<file path="src/rtl/pt_steer_pkg.sv">
package pt_steer_pkg;
  // Widest index the strobe struct can carry; top parameters must fit in it.
  localparam int unsigned STROBE_IDX_W = 8;

  typedef struct packed {
    logic                    wr;
    logic                    val;
    logic [STROBE_IDX_W-1:0] outIdx;
    logic [STROBE_IDX_W-1:0] termIdx;
  } cfgStrobe_t;
endpackage

</file>
<file path="src/rtl/pt_steer_ctrl.sv">
module pt_steer_ctrl
  import pt_steer_pkg::*;
#(
  parameter int unsigned NUM_OUT   = 16,
  parameter int unsigned NUM_TERMS = 80,
  localparam int unsigned OUT_W    = $clog2(NUM_OUT),
  localparam int unsigned TERM_W   = $clog2(NUM_TERMS)
) (
  input  logic              cfgWe,
  input  logic [OUT_W-1:0]  cfgOutSel,
  input  logic [TERM_W-1:0] cfgTermSel,
  input  logic              cfgVal,
  output cfgStrobe_t        strobe
);
  logic termOk;
  logic outOk;

  // Indices past the pool are dropped here so the store never aliases them.
  assign termOk = (32'(cfgTermSel) < NUM_TERMS);
  assign outOk  = (32'(cfgOutSel) < NUM_OUT);

  always_comb begin
    strobe         = '0;
    strobe.wr      = cfgWe && termOk && outOk;
    strobe.val     = cfgVal;
    strobe.outIdx  = STROBE_IDX_W'(cfgOutSel);
    strobe.termIdx = STROBE_IDX_W'(cfgTermSel);
  end
endmodule

</file>
<file path="src/rtl/pt_steer_datapath.sv">
module pt_steer_datapath
  import pt_steer_pkg::*;
#(
  parameter int unsigned NUM_OUT     = 16,
  parameter int unsigned NUM_TERMS   = 80,
  parameter int unsigned MAX_PER_OUT = 16,
  parameter int unsigned GROUP_SIZE  = 4,
  localparam int unsigned NUM_GROUPS = NUM_OUT / GROUP_SIZE,
  localparam int unsigned OUT_W      = $clog2(NUM_OUT),
  localparam int unsigned TERM_W     = $clog2(NUM_TERMS),
  localparam int unsigned CNT_W      = $clog2(NUM_TERMS + 1)
) (
  input  logic                 clk,
  input  logic                 rstN,
  input  cfgStrobe_t           strobe,
  input  logic [NUM_TERMS-1:0] terms,
  output logic [NUM_OUT-1:0]   sums,
  output logic                 overCountErr,
  output logic                 crossGroupErr
);
  logic [NUM_OUT-1:0][NUM_TERMS-1:0] cfgMem;
  logic [NUM_OUT-1:0]                overFlags;
  logic [NUM_TERMS-1:0]              crossFlags;

  always_ff @(posedge clk) begin
    if (!rstN) begin
      cfgMem <= '0;
    end else if (strobe.wr) begin
      cfgMem[strobe.outIdx[OUT_W-1:0]][strobe.termIdx[TERM_W-1:0]] <= strobe.val;
    end
  end

  // Full-width OR per output: same depth whatever the steering.
  for (genvar o = 0; o < NUM_OUT; o++) begin : g_sum
    assign sums[o] = |(cfgMem[o] & terms);

    always_comb begin
      logic [CNT_W-1:0] cnt;
      cnt = '0;
      for (int t = 0; t < NUM_TERMS; t++) begin
        cnt = cnt + CNT_W'(cfgMem[o][t]);
      end
      overFlags[o] = (32'(cnt) > MAX_PER_OUT);
    end
  end

  for (genvar t = 0; t < NUM_TERMS; t++) begin : g_share
    always_comb begin
      logic [NUM_GROUPS-1:0] groupHit;
      groupHit = '0;
      for (int g = 0; g < NUM_GROUPS; g++) begin
        for (int k = 0; k < GROUP_SIZE; k++) begin
          groupHit[g] = groupHit[g] | cfgMem[g*GROUP_SIZE + k][t];
        end
      end
      crossFlags[t] = (groupHit & (groupHit - 1'b1)) != '0;
    end
  end

  assign overCountErr  = |overFlags;
  assign crossGroupErr = |crossFlags;


  write_lands_chk: assert property (@(posedge clk) disable iff (!rstN)
    strobe.wr |=> cfgMem[$past(strobe.outIdx[OUT_W-1:0])][$past(strobe.termIdx[TERM_W-1:0])] == $past(strobe.val));


  idle_store_chk: assert property (@(posedge clk) disable iff (!rstN)
    !strobe.wr |=> $stable(cfgMem));


  count_flag_stable_chk: assert property (@(posedge clk) disable iff (!rstN)
    $stable(cfgMem) |-> $stable(overCountErr));


  share_flag_stable_chk: assert property (@(posedge clk) disable iff (!rstN)
    $stable(cfgMem) |-> $stable(crossGroupErr));


  comb_sum_chk: assert property (@(posedge clk) disable iff (!rstN)
    ($stable(cfgMem) && $stable(terms)) |-> $stable(sums));
endmodule

</file>
<file path="src/rtl/pt_steer_top.sv">
module pt_steer_top
  import pt_steer_pkg::*;
#(
  parameter int unsigned NUM_OUT     = 16,
  parameter int unsigned NUM_TERMS   = 80,
  parameter int unsigned MAX_PER_OUT = 16,
  parameter int unsigned GROUP_SIZE  = 4
) (
  input  logic                         clk,
  input  logic                         rstN,
  input  logic                         cfgWe,
  input  logic [$clog2(NUM_OUT)-1:0]   cfgOutSel,
  input  logic [$clog2(NUM_TERMS)-1:0] cfgTermSel,
  input  logic                         cfgVal,
  input  logic [NUM_TERMS-1:0]         terms,
  output logic [NUM_OUT-1:0]           sums,
  output logic                         overCountErr,
  output logic                         crossGroupErr
);
  cfgStrobe_t strobe;

  pt_steer_ctrl #(
    .NUM_OUT  (NUM_OUT),
    .NUM_TERMS(NUM_TERMS)
  ) u_ctrl (
    .cfgWe     (cfgWe),
    .cfgOutSel (cfgOutSel),
    .cfgTermSel(cfgTermSel),
    .cfgVal    (cfgVal),
    .strobe    (strobe)
  );

  pt_steer_datapath #(
    .NUM_OUT    (NUM_OUT),
    .NUM_TERMS  (NUM_TERMS),
    .MAX_PER_OUT(MAX_PER_OUT),
    .GROUP_SIZE (GROUP_SIZE)
  ) u_dp (
    .clk          (clk),
    .rstN         (rstN),
    .strobe       (strobe),
    .terms        (terms),
    .sums         (sums),
    .overCountErr (overCountErr),
    .crossGroupErr(crossGroupErr)
  );
endmodule

</file>
<file path="config.mk">
export PLATFORM = sky130hd
export DESIGN_NAME = pt_steer_top
export DESIGN_NICKNAME = d
export VERILOG_FILES = /design/src/rtl/pt_steer_pkg.sv /design/src/rtl/pt_steer_ctrl.sv /design/src/rtl/pt_steer_datapath.sv /design/src/rtl/pt_steer_top.sv
export SDC_FILE = /design/constraint.sdc
export NUM_CORES = 2
export LEC_CHECK = 0
export ABC_AREA = 1
export ABC_CLOCK_PERIOD_IN_PS = 12400
export BUFFER_PORTS_ARGS = -buffer_cell sky130_fd_sc_hd__buf_2
export CAP_MARGIN = 20
export CORE_AREA = 2 2 569 571
export CTS_BUF_LIST = sky130_fd_sc_hd__clkbuf_4 sky130_fd_sc_hd__clkbuf_8
export CTS_CLUSTER_SIZE = 14
export DETAILED_ROUTE_END_ITERATION = 10
export DIE_AREA = 0 0 571 573
export SYNTH_ARGS = -nofsm -noshare
export SYNTH_HDL_FRONTEND = slang
export SYNTH_SLANG_ARGS = --single-unit
</file>
<file path="constraint.sdc">
create_clock -name clk -period 12.4 [get_ports clk]
set_clock_uncertainty 0.1 [all_clocks]
set_input_delay 2.48 -clock clk [delete_from_list [all_inputs] [get_ports clk]]
set_output_delay 2.48 -clock clk [all_outputs]
set_load 0.01 [all_outputs]
</file>
==> qor.csv <==
stage,metric,value,unit
setup_path,worst-path maximum fanout,3,
cells_and_area,biggest regs,u_dp.cfgMem (1280),
clock_network,CTS tree,yes,
clock_network,Worst-Skew Late Latency,1.02,ns
cells_and_area,Final Non-Filler Cells,16890,
synth,Synth top area share,26.67,%
clock_network,post-CTS resize count,0,
setup_path,crit path from,u_dp.cfgMem[772]$_SDFFE_PN0P_,
synth,Yosys cell types,43,
clock_network,clock buffer depth,4,
grt,initial antenna violation count,68,
placed_design,cell count after placement,16400,
die,Initial Util,29.99,%
cells_and_area,Top reg by flops,u_dp.cfgMem,
detailed_routing,drt drc,0,
setup_path,Crit path top cell by count,fa_1,
timing,Achievable Freq,83.60,MHz
clock_network,root buf cell,clkbuf_8,
clock_network,Clock Sinks,1280,
power_and_ir_drop,PwrDens,90.77,nW/um^2
setup_path,R2R Path End,u_dp.cfgMem[935]$_SDFFE_PN0P_,
clock_network,# hold bufs at CTS,0,
synth,Yosys reg bits,1280,
setup_path,CP Class,register to primary output,
detailed_routing,DRT Pass-1 Iters,8,
setup_path,crit path to,overCountErr,
timing,max-slew violations,0,
detailed_routing,DR vias,101200,
die,# IOs,113,
setup_path,Reg2Reg Depth,3,
power_and_ir_drop,Max rail drop VDD,82.28,uV
setup_path,R2R Path Start,u_dp.cfgMem[935]$_SDFFE_PN0P_,
timing,Setup TNS Final,0,ns
detailed_routing,"wirelength, routed",647100,microns
timing,RSZ-0062 raised after global routing,no,
die,std cell rows,208,
flow_run,max cap viols,0,
placed_design,routability cong.,1.145,
power_and_ir_drop,Pleak,43.16,nW
min_path,Hold Path Class,register to register,
clock_network,htree depth,4,
setup_path,type of origin of the critical path,register,
clock_network,Setup Buffers After CTS,0,
synth,dominant cell type by area after synthesis,dfxtp_1,
timing,Tmin final,11.96,ns
die,die area,327200,sq um
detailed_routing,vias per cell,5.991,
synth,mapped cell area,96080,sq um
cells_and_area,nets,13790,
detailed_routing,Starting DRT DRC Count,18390,
grt,vias in the first global route,91590,
detailed_routing,Routed Antenna Nets,0,
synth,synthesized instance count,12570,
clock_network,cts bufs inserted,246,
cells_and_area,area grow syn2layout,10.70,%
setup_path,CP max stage delay,0.83,ns
synth,cell types occupying the most area after synthesis,"dfxtp_1 27%, fa_1 23%, nor3_1 13%",
grt,global-route wire length before repair,847200,microns
grt,global route total overflow,0,
power_and_ir_drop,post-route total power,9.654,mW
status,status,finished clean,
setup_path,worst reg-to-reg setup slack,11.06,ns
timing,WHS,0.3782,ns
setup_path,"delay-heaviest family, CP",adder cells,
placed_design,placed wire-length estimate,508700,microns
grt,largest net degree at the start of global routing,176,
die,die height,573,microns
setup_path,worst path buffer plus inverter count,6,
cells_and_area,max reg flops,1280,
setup_path,CP max-delay cell,nor2_1,
synth,syn nets,14010,
die,Die X-Extent,571,microns
timing,final worst-path cycle share,96.47,%
cells_and_area,share of cells above drive strength 1,7.810,%
grt,Total GRT Usage,38.27,%
timing,Max-slew headroom,8.204,%
setup_path,Worst EP required,9.82,ns
setup_path,Stages on worst setup path,25,
timing,Final Hold Fails,0,
synth,sequential area share after synthesis,26.67,%
detailed_routing,post-DR wirelength/cell,38.31,microns
synth,syn avg cell area,7.644,sq um
timing,actual slew at the worst max-slew pin,1.363,ns
timing,"Setup violations, final",0,
setup_path,Worst Setup End Kind,primary output,
clock_network,clock slew at reported path FFs,0.07,ns
placed_design,Port Buffers,112,
setup_path,CP arrival,9.38,ns
synth,synth warn,0,
die,area of the core,320400,sq um
==> power by group <==
group / internal [mW] / switching, mW / leakage [nW] / total, mW
clock network: 2.74 / 2.24 / 2.89 / 4.98
registers: 4.11 / 0.00146 / 10.3 / 4.11
logic: 0.0500 / 0.511 / 30.0 / 0.561
==> cells in the mapped netlist <==
cell,instances
clkinv_1,7
clkbuf_1,682
a22o_1,35
nand4_1,116
or3_1,1
nor4_1,40
o211ai_1,7
o22ai_1,149
a221oi_1,104
o2111ai_1,54
o21bai_1,2
inv_2,103
xnor2_1,19
a211oi_1,3
and2_1,2
and2_0,4
o31ai_1,2
o21ai_0,279
nand3b_1,11
nand2_1,1199
o221ai_1,6
buf_2,107
nand3_1,299
nand3_2,2
a21o_1,2
nor3_2,3
a21oi_1,1366
a21boi_0,1
inv_1,2093
fa_1,1104
nand2_2,2
or2_2,7
a22oi_1,1
nor2_2,88
and3_1,2
nor2_1,638
nor3b_1,7
dfxtp_1,1280
xor2_1,13
ha_1,240
buf_1,7
nor3_1,2461
o21ai_1,21
==> how the worst min path moves through the flow <==
stage / startpoint / end / slack (ns) / depth (start not counted)
global route: u_dp.cfgMem[235]$_SDFFE_PN0P_ / u_dp.cfgMem[235]$_SDFFE_PN0P_ / 0.39 / 2
global placement: u_dp.cfgMem[235]$_SDFFE_PN0P_ / u_dp.cfgMem[235]$_SDFFE_PN0P_ / 0.36 / 2
floorplan: u_dp.cfgMem[170]$_SDFFE_PN0P_ / u_dp.cfgMem[170]$_SDFFE_PN0P_ / 0.35 / 2
CTS: u_dp.cfgMem[235]$_SDFFE_PN0P_ / u_dp.cfgMem[235]$_SDFFE_PN0P_ / 0.37 / 2
detailed placement: u_dp.cfgMem[1215]$_SDFFE_PN0P_ / u_dp.cfgMem[1215]$_SDFFE_PN0P_ / 0.36 / 2
finish: u_dp.cfgMem[1243]$_SDFFE_PN0P_ / u_dp.cfgMem[1243]$_SDFFE_PN0P_ / 0.38 / 2
==> placed cells by master (no fill, tap or decap), types with 19 or more instances in the layout <==
cell          n
a21oi_1    1366
a221oi_1    104
a22o_1       35
buf_2       111
buf_4       209
clkbuf_4     86
clkbuf_8    304
clkinv_2     36
dfxtp_1    1280
diode_2      48
fa_1       1104
ha_1        240
inv_1      2093
inv_2        86
nand2_1    1195
nand3_1     299
nand4_1     116
nor2_1      634
nor2_2       75
nor3_1     2460
nor4_1       39
o2111ai_1    54
o21ai_0     279
o21ai_1      20
o22ai_1     149
xnor2_1      19
==> through the flow <==
| step | utilization (%) | setup WS, ns | cell area [sq um] |
|---|---|---|---|
| 3_3_place_gp | 31.45 | 1.911 | 100700 |
| 2_1_floorplan | - | 3.590 | 96080 |
| 3_5_place_dp | 31.46 | 1.927 | 100800 |
| 4_1_cts | 33.15 | 0.7581 | 106200 |
| 5_1_grt | 33.17 | 0.3776 | 106300 |
| 6_report | 33.20 | 0.4381 | 106400 |
==> layout make-up <==
class	instances	area, sq um
flip-flops and latches	1280	25620
well taps	4305	5386
inverters	2203	8303
multi-input cells	8290	59210
clock buffers	387	4807
fillers	34530	214000
clock inverters	45	618.1
diodes	48	120.1
repair buffers	331	2301
==> worst min-delay path, cell delays in order, from the launching register on <==
cell     delay, ns
dfxtp_1       0.30
o21ai_0       0.07
a21oi_1       0.06
==> per-layer routing <==
metal / wire length (microns) / track usage, % / vias up
met2: 254500 / 52.59 / 8858
met3: 96180 / 16.28 / 2093
met4: 60300 / 28.33 / 55
li1: - / - / 40740
met1: 235600 / 47.12 / 49430
met5: 454 / 0.3086 / -
==> cell families (layout without fill, tap and decap cells) <==
logic type / Yosys count / in the layout / synth area share [%]
xor gates and xnor gates: 32 / 32 / 0.2917
AOI/OAI and AO/OA: 2032 / 2032 / 11.60
buffers and inverters: 2999 / 2966 / 11.86
and+or+nand+nor: 4882 / 4882 / 23.45
adders and majority gates: 1344 / 1344 / 26.13
DFF: 1280 / 1280 / 26.67
other: 0 / 48 / 0
(Power assumes the default switching activity.)
